--- src/rtl/alu4_pkg.sv ---
package alu4_pkg;
    typedef enum logic [1:0] {
        OP_AND  = 2'b00,
        OP_OR   = 2'b01,
        OP_ADD  = 2'b10,
        OP_ZERO = 2'b11
    } op_e;

    typedef struct packed {
        logic z;
        logic s;
        logic c;
        logic v;
        logic lt;
        logic eq;
    } flags_t;
endpackage

--- src/rtl/alu_bit_slice.sv ---
module alu_bit_slice
    import alu4_pkg::*;
(
    input  logic       a_i,
    input  logic       b_i,
    input  logic       inv_a_i,
    input  logic       inv_b_i,
    input  logic       cin_i,
    input  logic [1:0] op_i,
    output logic       r_o,
    output logic       cout_o
);
    logic a_eff, b_eff, sum_bit;

    always_comb begin
        a_eff   = inv_a_i ? ~a_i : a_i;
        b_eff   = inv_b_i ? ~b_i : b_i;
        sum_bit = a_eff ^ b_eff ^ cin_i;
        cout_o  = (a_eff & b_eff) | (cin_i & (a_eff | b_eff));
        case (op_e'(op_i))
            OP_AND:  r_o = a_eff & b_eff;
            OP_OR:   r_o = a_eff | b_eff;
            OP_ADD:  r_o = sum_bit;
            default: r_o = 1'b0;
        endcase
    end
endmodule

--- src/rtl/alu_flag_unit.sv ---
module alu_flag_unit
    import alu4_pkg::*;
#(
    parameter int WIDTH = 4
) (
    input  logic [WIDTH-1:0] res_i,
    input  logic             cin_msb_i,
    input  logic             cout_msb_i,
    output flags_t           flags_o
);
    localparam int MSB = WIDTH - 1;

    flags_t flags_d;

    always_comb begin
        flags_d.z  = ~|res_i;
        flags_d.s  = res_i[MSB];
        flags_d.c  = cout_msb_i;
        flags_d.v  = cin_msb_i ^ cout_msb_i;
        flags_d.lt = flags_d.s ^ flags_d.v;
        flags_d.eq = flags_d.z;
        flags_o    = flags_d;
    end
endmodule

--- src/rtl/alu4_flags.sv ---
module alu4_flags
    import alu4_pkg::*;
#(
    parameter int WIDTH = 4
) (
    input  logic             inv_a,
    input  logic             neg_b,
    input  logic [1:0]       op_sel,
    input  logic [WIDTH-1:0] a,
    input  logic [WIDTH-1:0] b,
    output logic [WIDTH-1:0] result,
    output logic             flag_z,
    output logic             flag_s,
    output logic             flag_c,
    output logic             flag_v,
    output logic             flag_lt,
    output logic             flag_eq
);
    localparam int MSB = WIDTH - 1;

    logic [WIDTH:0]   carry_d;
    logic [WIDTH-1:0] res_d;
    flags_t           flags_d;

    assign carry_d[0] = neg_b;

    for (genvar i = 0; i < WIDTH; i++) begin : g_slice
        alu_bit_slice u_slice (
            .a_i     (a[i]),
            .b_i     (b[i]),
            .inv_a_i (inv_a),
            .inv_b_i (neg_b),
            .cin_i   (carry_d[i]),
            .op_i    (op_sel),
            .r_o     (res_d[i]),
            .cout_o  (carry_d[i+1])
        );
    end

    alu_flag_unit #(.WIDTH(WIDTH)) u_flags (
        .res_i      (res_d),
        .cin_msb_i  (carry_d[MSB]),
        .cout_msb_i (carry_d[WIDTH]),
        .flags_o    (flags_d)
    );

    always_comb begin
        result  = res_d;
        flag_z  = flags_d.z;
        flag_s  = flags_d.s;
        flag_c  = flags_d.c;
        flag_v  = flags_d.v;
        flag_lt = flags_d.lt;
        flag_eq = flags_d.eq;
    end
endmodule

--- config.mk ---
export PLATFORM = sky130hd
export DESIGN_NAME = alu4_flags
export DESIGN_NICKNAME = d
export VERILOG_FILES = /design/src/rtl/alu4_pkg.sv /design/src/rtl/alu_bit_slice.sv /design/src/rtl/alu_flag_unit.sv /design/src/rtl/alu4_flags.sv
export SDC_FILE = /design/constraint.sdc
export NUM_CORES = 1
export LEC_CHECK = 0
export CORE_AREA = 2 2 43 45
export DETAILED_ROUTE_END_ITERATION = 10
export DIE_AREA = 0 0 45 47
export SLEW_MARGIN = 20
export SYNTH_ARGS = -nofsm -noshare
export SYNTH_HDL_FRONTEND = slang
export SYNTH_HIERARCHICAL = 1
export SYNTH_SLANG_ARGS = --single-unit
--- constraint.sdc ---
create_clock -name vclk -period 8.85
set_input_delay 1.77 -clock vclk [all_inputs]
set_output_delay 1.77 -clock vclk [all_outputs]
set_load 0.02 [all_outputs]
==> impl_metrics.tcl <==
set metrics [dict create \
    placedCellCount 94 \
    clkbuf_count 0 \
    dieArea_sq_mm 0.00212 \
    fmax_mhz 123 \
    ir_drop_v 0.0000891 \
    syn_avg_cell_area_sq_um 8.13 \
    yosysUniqueCellTypes 12 \
    period_share_pct 91.9 \
    maxCapViolCount 0 \
    met2_usage_pct 14.3 \
    initial_core_util_pct 28.6 \
    fin_tns_setup_ns 0 \
    yosysSeqAreaShare_pct 0 \
    grt.met1_usage_pct 13.7 \
    grt-ovfl-total 0 \
    synthTopCellsByArea "ha_1, fa_1, inv_1, xor2_1, o32ai_1" \
    dp.final_hpwl_um 776 \
    synth_most_common_cell "inv_1" \
    final_hold_viol_count 0 \
    yosysWarnings 6 \
    first_iter_violations 1 \
    synth_mux_area_share_pct 0 \
    core.rowCount 15 \
    num_io_pins 22 \
    antenna_found_initial 0 \
    fp.dieW_um 45 \
    antenna_cells 0 \
    drive_above_1_share_pct 0 \
    hold_class "input port to output pin" \
    synthXorXnorAreaFrac_pct 21.8 \
    final_cells 94 \
    grt_util_met3_pct 0 \
    drc_errors 0 \
    holdPathStages 4 \
    wl_um 883 \
    grt_setup_unrepaired "no" \
    avgViaCountPerCell 4.16 \
    busiest_layer "met2" \
    synth_compound_area_share_pct 7.43 \
    final_core_utilization_pct 41.8 \
    grt_pass1_vias 315 \
    grt_start_max_net_pins 13 \
    postCtsSetupRepairBufs 0 \
    cp-start-kind "input port" \
    setup_ws_ns 0.719 \
    cts_hold_buf 0 \
    dr.pass1.iters 4 \
    num-fill-cells 178 \
    core_sq_mm 0.00165 \
    synth_common_cells "inv_1, ha_1, xor2_1" \
    routedWlPerCell_um 9.39 \
    yosysTopAreaCellShare_pct 21.2 \
    crit_fanout 4 \
    cp-end-kind "output pin" \
    port_buffers 22 \
    synthesis.area_sq_um 472 \
    synth_adder_area_share_pct 38.2 \
    syn_nets 82 \
    dr_total_vias 391 \
    powerDensity_mw_per_mm2 102 \
    grt_pass1_wl_um 1390 \
    synth_top_family_by_area "adder cells" \
    grtUsageTotal_pct 8.71 \
    tightest_slew_ns 0.653 \
    status "completed" \
    netlist_instances 58 \
    critPathRequiredTime_ns 7.08 \
    finalSetupViolCount 0 \
    cts.repair.resized 0 \
    place_ws_ns 0.654 \
    die_h_um 47 \
    cp.arrival_ns 6.36 \
    multiInputGateArea_sq_um 389 \
    antenna_left 0 \
    fin_nets 103 \
    crit_type "input port to output pin" \
    p_leak_uw 0.000339 \
    slew_headroom_pct 56.3 \
    synthSimpleGateAreaFrac_pct 15.1 \
    place.gp.congestion 0.678 \
    yosys.area.top_type "ha_1" \
    fin_crit_ns 8.13 \
    seq_cell_count 0 \
    regArea_sq_um 0 \
    syn2layout_area_growth_pct 46.4 \
    slew_violations 0 \
]
[routing by layer]
layer | part of all wire (%) | wire length (um)
met5 | 0 | 0
met4 | 0 | 0
met1 | 47 | 412
met2 | 47 | 414
met3 | 6.3 | 56
[worst max-delay path, stage by stage]
cell             delay (ns)
clkdlybuf4s50_1        0.62
xor2_1                 0.23
inv_1                  0.10
fa_1                   0.39
inv_1                  0.06
inv_1                  0.05
fa_1                   0.40
inv_1                  0.06
inv_1                  0.05
fa_1                   0.40
inv_1                  0.13
inv_1                  0.08
fa_1                   0.45
and2_1                 0.16
o32ai_1                0.55
xor3_1                 0.31
clkdlybuf4s50_1        0.55
[cell families (layout without fill, tap and decap cells)]
family                     after synthesis  in the layout
buffers and inverters                   19             38
xor gates and xnor gates                10             10
adders and majority gates               12             12
and+or+nand+nor                         13             13
AOI/OAI and AO/OA                        4              4
[cell usage in the layout, fill, tap and decap left out, drive strengths merged]
master and instances:
xor3 1, clkdlybuf4s50 22, inv 16, and2 4, xor2 5, o32ai 4
ha 8, nor2 4, nand2b 4, fa 4, nor4 1, xnor2 4
[area by class of cell]
cell class / count / area share, %
timing repair buffer: 22 / 31.9
inverter: 16 / 8.70
multi-input combinational: 39 / 56.3
tap: 17 / 3.08
[final timing paths]
path | startpoint | slack [ns] | endpoint
hold / removal | op_sel[0] | 4.84 | result[1]
setup / recovery | inv_a | 0.72 | flag_lt
[stage by stage]
| stage | total power (uW) | cell area, sq um | hold WS, ns |
|---|---|---|---|
| after CTS | 71.9 | 691 | 4.85 |
| final | 70.5 | 691 | 4.84 |
| after detailed placement | 71.8 | 691 | 4.85 |
| after global placement | 70.6 | 691 | 4.85 |
| after global routing | 77.9 | 691 | 4.93 |
| after floorplan | 44.3 | 472 | 3.71 |
[power breakdown]
group          internal [uW]  total (uW)  leakage, uW  switching, uW
combinational           35.7        70.5     0.000339           34.8
clock                      0           0            0              0
sequential                 0           0            0              0
total                   35.7        70.5     0.000339           34.8
(Power assumes the default switching activity.)
